[config.mk]
export PLATFORM = sky130hd
export DESIGN_NAME = sdp_pe
export DESIGN_NICKNAME = d
export VERILOG_FILES = /design/src/rtl/sdp_pkg.sv /design/src/rtl/sdp_lane_mul.sv /design/src/rtl/sdp_weight_bank.sv /design/src/rtl/sdp_sum3.sv /design/src/rtl/sdp_pe.sv
export SDC_FILE = /design/constraint.sdc
export NUM_CORES = 1
export LEC_CHECK = 0
export BUFFER_PORTS_ARGS = -buffer_cell sky130_fd_sc_hd__buf_2
export CAP_MARGIN = 20
export CELL_PAD_IN_SITES_DETAIL_PLACEMENT = 0
export CELL_PAD_IN_SITES_GLOBAL_PLACEMENT = 1
export CORE_MARGIN = 3
export CORE_UTILIZATION = 30
export DETAILED_ROUTE_END_ITERATION = 8
export PLACE_DENSITY = 0.54
export SLEW_MARGIN = 20
export SYNTH_ARGS = -nofsm -noshare
export SYNTH_HDL_FRONTEND = slang
export SYNTH_HIERARCHICAL = 1
export SYNTH_SLANG_ARGS = --single-unit
export TNS_END_PERCENT = 20
[constraint.sdc]
create_clock -name clk -period 12.5 [get_ports clk]
set_input_delay 1.875 -clock clk [delete_from_list [all_inputs] [get_ports clk]]
set_output_delay 1.875 -clock clk [all_outputs]
set_load 0.05 [all_outputs]
[src/rtl/sdp_pkg.sv]
package sdp_pkg;

  localparam int unsigned SDP_LANE_W = 8;
  localparam int unsigned SDP_LANES  = 2;
  localparam int unsigned SDP_ACC_W  = 32;

  // Largest positive product of two signed w-bit values: (-2^(w-1))^2
  function automatic int sdp_max_prod(input int unsigned w);
    return (1 << (w - 1)) * (1 << (w - 1));
  endfunction

  // Most negative product of two signed w-bit values: -2^(w-1) * (2^(w-1)-1)
  function automatic int sdp_min_prod(input int unsigned w);
    return -((1 << (w - 1)) * ((1 << (w - 1)) - 1));
  endfunction

endpackage

[src/rtl/sdp_lane_mul.sv]
module sdp_lane_mul #(
  parameter int unsigned W = 8
) (
  input  logic signed [W-1:0]   a_i,
  input  logic signed [W-1:0]   b_i,
  output logic signed [2*W-1:0] prod_o
);

  always_comb begin
    prod_o = a_i * b_i;
  end

endmodule

[src/rtl/sdp_weight_bank.sv]
module sdp_weight_bank #(
  parameter int unsigned WORD_W = 16
) (
  input  logic              clk,
  input  logic              rst_n,
  input  logic              load_i,
  input  logic [WORD_W-1:0] data_i,
  input  logic              swap_i,
  output logic [WORD_W-1:0] active_o
);

  logic [WORD_W-1:0] shadow_q;
  logic [WORD_W-1:0] active_q;

  always_ff @(posedge clk or negedge rst_n) begin
    if (!rst_n) begin
      shadow_q <= '0;
    end else if (load_i) begin
      shadow_q <= data_i;
    end
  end

  // Swap takes the shadow value present before this edge's load
  always_ff @(posedge clk or negedge rst_n) begin
    if (!rst_n) begin
      active_q <= '0;
    end else if (swap_i) begin
      active_q <= shadow_q;
    end
  end

  assign active_o = active_q;

  AST_SWAP_TAKES_SHADOW: assert property (@(posedge clk) disable iff (!rst_n)
    swap_i |=> active_q == $past(shadow_q));

  AST_ACTIVE_ONLY_ON_SWAP: assert property (@(posedge clk) disable iff (!rst_n)
    !swap_i |=> $stable(active_q));

endmodule

[src/rtl/sdp_sum3.sv]
module sdp_sum3 #(
  parameter int unsigned LANES  = 2,
  parameter int unsigned PROD_W = 16,
  parameter int unsigned ACC_W  = 32
) (
  input  logic [LANES-1:0][PROD_W-1:0] prod_i,
  input  logic [ACC_W-1:0]             psum_i,
  output logic [ACC_W-1:0]             sum_o
);

  localparam int unsigned EXT_W = ACC_W - PROD_W;

  logic [LANES-1:0][ACC_W-1:0] ext;

  for (genvar l = 0; l < LANES; l++) begin : g_ext
    assign ext[l] = {{EXT_W{prod_i[l][PROD_W-1]}}, prod_i[l]};
  end

  // With two lanes this is a single three-operand sum
  always_comb begin
    sum_o = psum_i;
    for (int l = 0; l < LANES; l++) begin
      sum_o = sum_o + ext[l];
    end
  end

endmodule

[src/rtl/sdp_pe.sv]
module sdp_pe
  import sdp_pkg::*;
#(
  parameter int unsigned LANE_W = SDP_LANE_W,
  parameter int unsigned LANES  = SDP_LANES,
  parameter int unsigned ACC_W  = SDP_ACC_W
) (
  input  logic                    clk,
  input  logic                    rst_n,
  input  logic                    act_valid_i,
  input  logic [LANES*LANE_W-1:0] act_i,
  input  logic [ACC_W-1:0]        psum_i,
  input  logic                    wgt_load_i,
  input  logic [LANES*LANE_W-1:0] wgt_i,
  input  logic                    wgt_swap_i,
  output logic                    act_valid_o,
  output logic [LANES*LANE_W-1:0] act_o,
  output logic                    psum_valid_o,
  output logic [ACC_W-1:0]        psum_o
);

  localparam int unsigned WORD_W = LANES * LANE_W;
  localparam int unsigned PROD_W = 2 * LANE_W;
  localparam int          INC_HI = int'(LANES) * sdp_max_prod(LANE_W);
  localparam int          INC_LO = int'(LANES) * sdp_min_prod(LANE_W);

  logic [WORD_W-1:0]             wgt_active;
  logic [LANES-1:0][PROD_W-1:0]  prod;
  logic [ACC_W-1:0]              sum_next;

  logic                          act_valid_q;
  logic [WORD_W-1:0]             act_q;
  logic                          psum_valid_q;
  logic [ACC_W-1:0]              psum_q;

  sdp_weight_bank #(
    .WORD_W (WORD_W)
  ) u_wbank (
    .clk      (clk),
    .rst_n    (rst_n),
    .load_i   (wgt_load_i),
    .data_i   (wgt_i),
    .swap_i   (wgt_swap_i),
    .active_o (wgt_active)
  );

  // Lane l pairs activation byte l with weight byte l
  for (genvar l = 0; l < LANES; l++) begin : g_lane
    logic signed [PROD_W-1:0] lane_prod;

    sdp_lane_mul #(
      .W (LANE_W)
    ) u_mul (
      .a_i    (act_i[l*LANE_W +: LANE_W]),
      .b_i    (wgt_active[l*LANE_W +: LANE_W]),
      .prod_o (lane_prod)
    );

    assign prod[l] = lane_prod;
  end

  sdp_sum3 #(
    .LANES  (LANES),
    .PROD_W (PROD_W),
    .ACC_W  (ACC_W)
  ) u_sum (
    .prod_i (prod),
    .psum_i (psum_i),
    .sum_o  (sum_next)
  );

  always_ff @(posedge clk or negedge rst_n) begin
    if (!rst_n) begin
      act_valid_q  <= 1'b0;
      psum_valid_q <= 1'b0;
    end else begin
      act_valid_q  <= act_valid_i;
      psum_valid_q <= act_valid_i;
    end
  end

  always_ff @(posedge clk or negedge rst_n) begin
    if (!rst_n) begin
      act_q  <= '0;
      psum_q <= '0;
    end else if (act_valid_i) begin
      act_q  <= act_i;
      psum_q <= sum_next;
    end
  end

  assign act_valid_o  = act_valid_q;
  assign act_o        = act_q;
  assign psum_valid_o = psum_valid_q;
  assign psum_o       = psum_q;

  AST_ACT_FORWARD: assert property (@(posedge clk) disable iff (!rst_n)
    act_valid_i |=> (act_valid_o && act_o == $past(act_i)));

  AST_ACT_HOLD: assert property (@(posedge clk) disable iff (!rst_n)
    !act_valid_i |=> (!act_valid_o && $stable(act_o)));

  AST_PSUM_VALID_FOLLOW: assert property (@(posedge clk) disable iff (!rst_n)
    act_valid_i |=> psum_valid_o);

  AST_PSUM_HOLD: assert property (@(posedge clk) disable iff (!rst_n)
    !act_valid_i |=> (!psum_valid_o && $stable(psum_o)));

  AST_INC_BOUND: assert property (@(posedge clk) disable iff (!rst_n)
    act_valid_i |=> ($signed(psum_o - $past(psum_i)) <= INC_HI &&
                     $signed(psum_o - $past(psum_i)) >= INC_LO));

endmodule

Yosys cells after proc, flatten, opt, wreduce, memory -nomap -nowiden. Cells that the tools add are included.

Bits in read-only memories: 0. Output and inout port bits: 50. Memories: 0. Latch bits: 0. Input port bits: 69. Bits in registers: 81. Word-level logic and storage cells: 9. RAM bits: 0.

Equal/unequal tests: 0. Bitwise operators: 0. Multipliers: 2. Reductions and logical operators: 0. Muxes and demuxes: 0. Magnitude comparators: 0. Shift-type cells: 0. Div/mod/pow operators: 0. Add/subtract/negate cells: 2.

Operator list (count): adder 32 bit (2); multiplier 8 x 8 -> 16 bit (2).

Longest topological paths before layout.
Depth in word-level cells: 3. Depth in mapped cells: 28. Depth with buffers taken out: 27.

Modules after synthesis. Netlist, hierarchy kept.

By module, submodules not included: sdp_lane_mul (g_lane[1].u_mul) (cells an instance 289, instances 1, seq. area each 0.0 um^2, area each 2536.2 um^2); sdp_lane_mul (g_lane[0].u_mul) (cells an instance 289, instances 1, seq. area each 0.0 um^2, area each 2532.4 um^2); sdp_sum3 (cells an instance 266, instances 1, seq. area each 0.0 um^2, area each 2294.7 um^2); sdp_pe (cells an instance 103, instances 1, seq. area each 1226.2 um^2, area each 1893.1 um^2); sdp_weight_bank (cells an instance 68, instances 1, seq. area each 800.8 um^2, area each 1298.7 um^2).

Worst setup path before layout. Ideal clock, no wire load.

Path type: input to register. Start point: in act_i[0]. End point: reg psum_q[31] (netlist: psum_o[31]). Path buffers: 1. Setup time: 125 ps. Data arrival time: 9350 ps. Stages: 25. Required time: 12375 ps. Path slack: 3025 ps. Path through: nand2b_1 -> fa_1 -> fa_1 -> inv_1 -> fa_1 -> inv_1 -> fa_1 -> inv_1 -> ha_1 -> a21o_1 -> a21oi_2 -> a211o_1 -> a21oi_1 -> xnor2_1 -> fa_1 -> ha_1 -> clkbuf_1 -> a211o_1 -> a21o_1 -> a21boi_1 -> nand2b_1 -> o31ai_2 -> a221oi_2 -> xnor2_1 -> mux2_2.

Cells in the longest elaborated chain, start to end: 3.

Ends and longest elaborated chain: start: declaration (line sdp_pe.sv:11) `input logic [LANES*LANE_W-1:0] act_i,`; multiplier 8 x 8 -> 16 bit (line sdp_lane_mul.sv:10) `prod_o = a_i * b_i;`; named net g_lane[0].lane_prod[15] (line sdp_pe.sv:49) `logic signed [PROD_W-1:0] lane_prod;`; adder 32 bit (2 in series) (line sdp_sum3.sv:23) `sum_o = sum_o + ext[l];`; named net sum_next[31] (line sdp_pe.sv:29) `logic [ACC_W-1:0] sum_next;`; end signal: assignment (line sdp_pe.sv:88) `psum_q <= sum_next;`; end: declaration (line sdp_pe.sv:34) `logic [ACC_W-1:0] psum_q;`.

The timed path passes the listed nets, and every way through them passes these cells. A chain may end at the register's enable or synchronous reset.

Worst setup path after layout.
Start point: in act_i[8]. End point: reg psum_q[30] (netlist: psum_o[30]).

Cells in the longest elaborated chain, start to end: 2.

Ends and longest elaborated chain (line): multiplier 8 x 8 -> 16 bit (sdp_lane_mul.sv:10); named net g_lane[1].lane_prod[15] (sdp_pe.sv:49); adder 32 bit (sdp_sum3.sv:23); named net sum_next[30] (sdp_pe.sv:29).

The timed path passes the listed nets, and every way through them passes these cells.

==> results_dict.tcl <==
set metrics [dict create \
    outcome "completed" \
    startpoint_type "input port" \
    clkTransAtPathRegs_ns 0.06 \
    slowest_delay_ns 0.55 \
    via_per_inst 4.544 \
    clockBufferDepth 2 \
    synthesis.area_mm2 0.01056 \
    antennaDiodeCount 0 \
    io_buffers 118 \
    async_reset_ff_share_pct 100.0 \
    clock-sinks 81 \
    critPathCaptureType "flop" \
    core.rowCount 68 \
    gr-total-overflow 0 \
    num_vias 7221 \
    path_class "input port to flop" \
    timing.final.max_slew_violations 0 \
    initial_core_util_pct 30.48 \
    synthToLayoutAreaGrowth_pct 12.86 \
    synthFlopType "dfrtp_1" \
    place.gp.congestion 0.7937 \
    drcViolationCount 0 \
    crit_top_cell "fa_1" \
    crit_buf_inv 5 \
    drive_above_1_share_pct 21.25 \
    grt_pass1_vias 7639 \
    crit_path_top_delay_cell "fa_1" \
    ys_ff_latch 81 \
    ctsResizeCount 0 \
    cts_root_buf "clkbuf_16" \
    cts_hold_buf 0 \
    whs_ns 0.5024 \
    min_period_over_period_pct 67.48 \
    htreeDepth 3 \
    die_area_mm2 0.03747 \
    rsz0062_at_grt "false" \
    cp_data_required_time_ns 12.75 \
    dp_hpwl_um 20890 \
    max_cap_viol_count 0 \
    die_h_um 193.6 \
    grt_antenna_before_repair 0 \
    cp_top_family "adder cells" \
    clk_latency_ns 0.38 \
    grt_max_degree 60 \
    fin_tns_setup_ns 0 \
    dr.pass1.iters 6 \
    finalHoldViolCount 0 \
    drt_iter0_drc 315 \
    post-route-min-period_ns 8.436 \
    final_cell_mix "inv_1, fa_1, buf_2" \
    hold_class "flop to flop" \
    yosysSeqAreaShare_pct 19.20 \
    syn_inst 1015 \
    tightest_slew_ns 0.8756 \
    cp_max_fo 17 \
    antenna_left 0 \
    grt_usage_pct 14.21 \
    postCtsSetupBuffers 0 \
    synth_edf_count 0 \
    final_core_util_pct 34.40 \
    relSlewSlack_pct 41.62 \
    arrival_ns 8.68 \
    ys.warnings.count 6 \
    cts_tree "yes" \
    synth_fp_nets 1314 \
    clock-skew-final_ns 0.01953 \
    cts_made_buffers 9 \
    setup-violations-final 0 \
    nNetsFinal 1428 \
    wl_um 25350 \
    wl_per_cell_um 15.96 \
    final_common_cell "inv_1" \
    grt_pass1_wl_um 42410 \
    max_freq_mhz 118.5 \
    syn_area_per_cell_um2 10.40 \
    ios 119 \
    die_width_um 193.6 \
    ys_types 56 \
    core-area_mm2 0.03463 \
]
per-stage QoR:
stage | std cells | cell area, um2 | setup WS (ns)
6_report | 1589 | 11910 | 4.064
5_1_grt | 1589 | 11910 | 3.611
4_1_cts | 1589 | 11910 | 3.999
3_5_place_dp | 1573 | 11610 | 3.635
3_3_place_gp | 1573 | 11610 | 3.658
2_1_floorplan | 1015 | 10560 | 3.025
final cells by class:
| cell class | instances | area, um2 |
|---|---|---|
| fill | 3557 | 22720 |
| multi-input combinational | 737 | 7725 |
| sequential | 81 | 2027 |
| inverter | 178 | 668.1 |
| timing repair buffer | 122 | 623.1 |
| tap | 455 | 569.3 |
| clock buffer | 9 | 225.2 |
| clock inverter | 7 | 75.07 |
flip-flops by register name, summed over array words and instances (netlist names):
name              cells
act_o                16
psum_o               32
psum_valid_o          1
u_wbank/active_o     16
u_wbank/shadow_q     16
synth_stat cells (5+ instances only):
| cell type | count | area [um2] |
|---|---|---|
| inv_1 | 178 | 668.1 |
| fa_1 | 142 | 2843 |
| and2_1 | 93 | 581.8 |
| ha_1 | 88 | 1101 |
| dfrtp_1 | 81 | 2027 |
| nand2_1 | 51 | 191.4 |
| a21oi_1 | 44 | 220.2 |
| mux2_2 | 42 | 473.0 |
| mux2_4 | 40 | 600.6 |
| xnor2_1 | 39 | 341.6 |
| nor2_1 | 36 | 135.1 |
| o21ai_0 | 23 | 115.1 |
| nor2b_1 | 21 | 131.4 |
| xor2_1 | 21 | 183.9 |
| nand3_1 | 14 | 70.07 |
| nand4_1 | 8 | 50.05 |
| clkbuf_1 | 7 | 26.28 |
| nor3_1 | 7 | 35.03 |
| a21o_1 | 6 | 45.04 |
| o21a_1 | 6 | 45.04 |
| buf_6 | 5 | 56.30 |
| o211ai_1 | 5 | 37.54 |
worst paths after layout:
check,startpoint,slack (ns),cells past startpoint,to
min reg2reg,psum_o[0]$_DFFE_PN0P_,0.50,1,psum_o[0]$_DFFE_PN0P_
min in group asynchronous,rst_n,1.40,1,u_wbank/shadow_q[6]$_DFFE_PN0P_
max in group asynchronous,rst_n,9.95,2,psum_o[18]$_DFFE_PN0P_
max,act_i[8],4.06,26,psum_o[30]$_DFFE_PN0P_
min,psum_o[0]$_DFFE_PN0P_,0.50,1,psum_o[0]$_DFFE_PN0P_
max reg2reg,u_wbank/active_o[15]$_DFFE_PN0P_,5.10,25,psum_o[30]$_DFFE_PN0P_
cells by family (layout without fill, tap and decap cells):
logic type / after synthesis / in the layout / synth area share, %
multiplexers: 82 / 82 / 10.17
AND/OR/NAND/NOR: 243 / 243 / 12.35
flip-flops: 81 / 81 / 19.20
AO/OA/AOI/OAI: 122 / 122 / 8.179
buffers and inverters: 197 / 316 / 7.753
XOR/XNOR: 60 / 60 / 4.979
adder cells (fa/ha/maj): 230 / 230 / 37.36
routing by layer:
metal | wire length [um] | up-vias | track usage [%]
met5 | 0 | - | 0
met4 | 347 | 0 | 3.965
met3 | 860 | 14 | 1.829
met2 | 11820 | 106 | 22.77
met1 | 12330 | 3601 | 20.29
li1 | - | 3500 | -
Power is left out: the tool's default activity adds up to more than one toggle a clock period on the data nets, which glitch-free logic cannot reach.
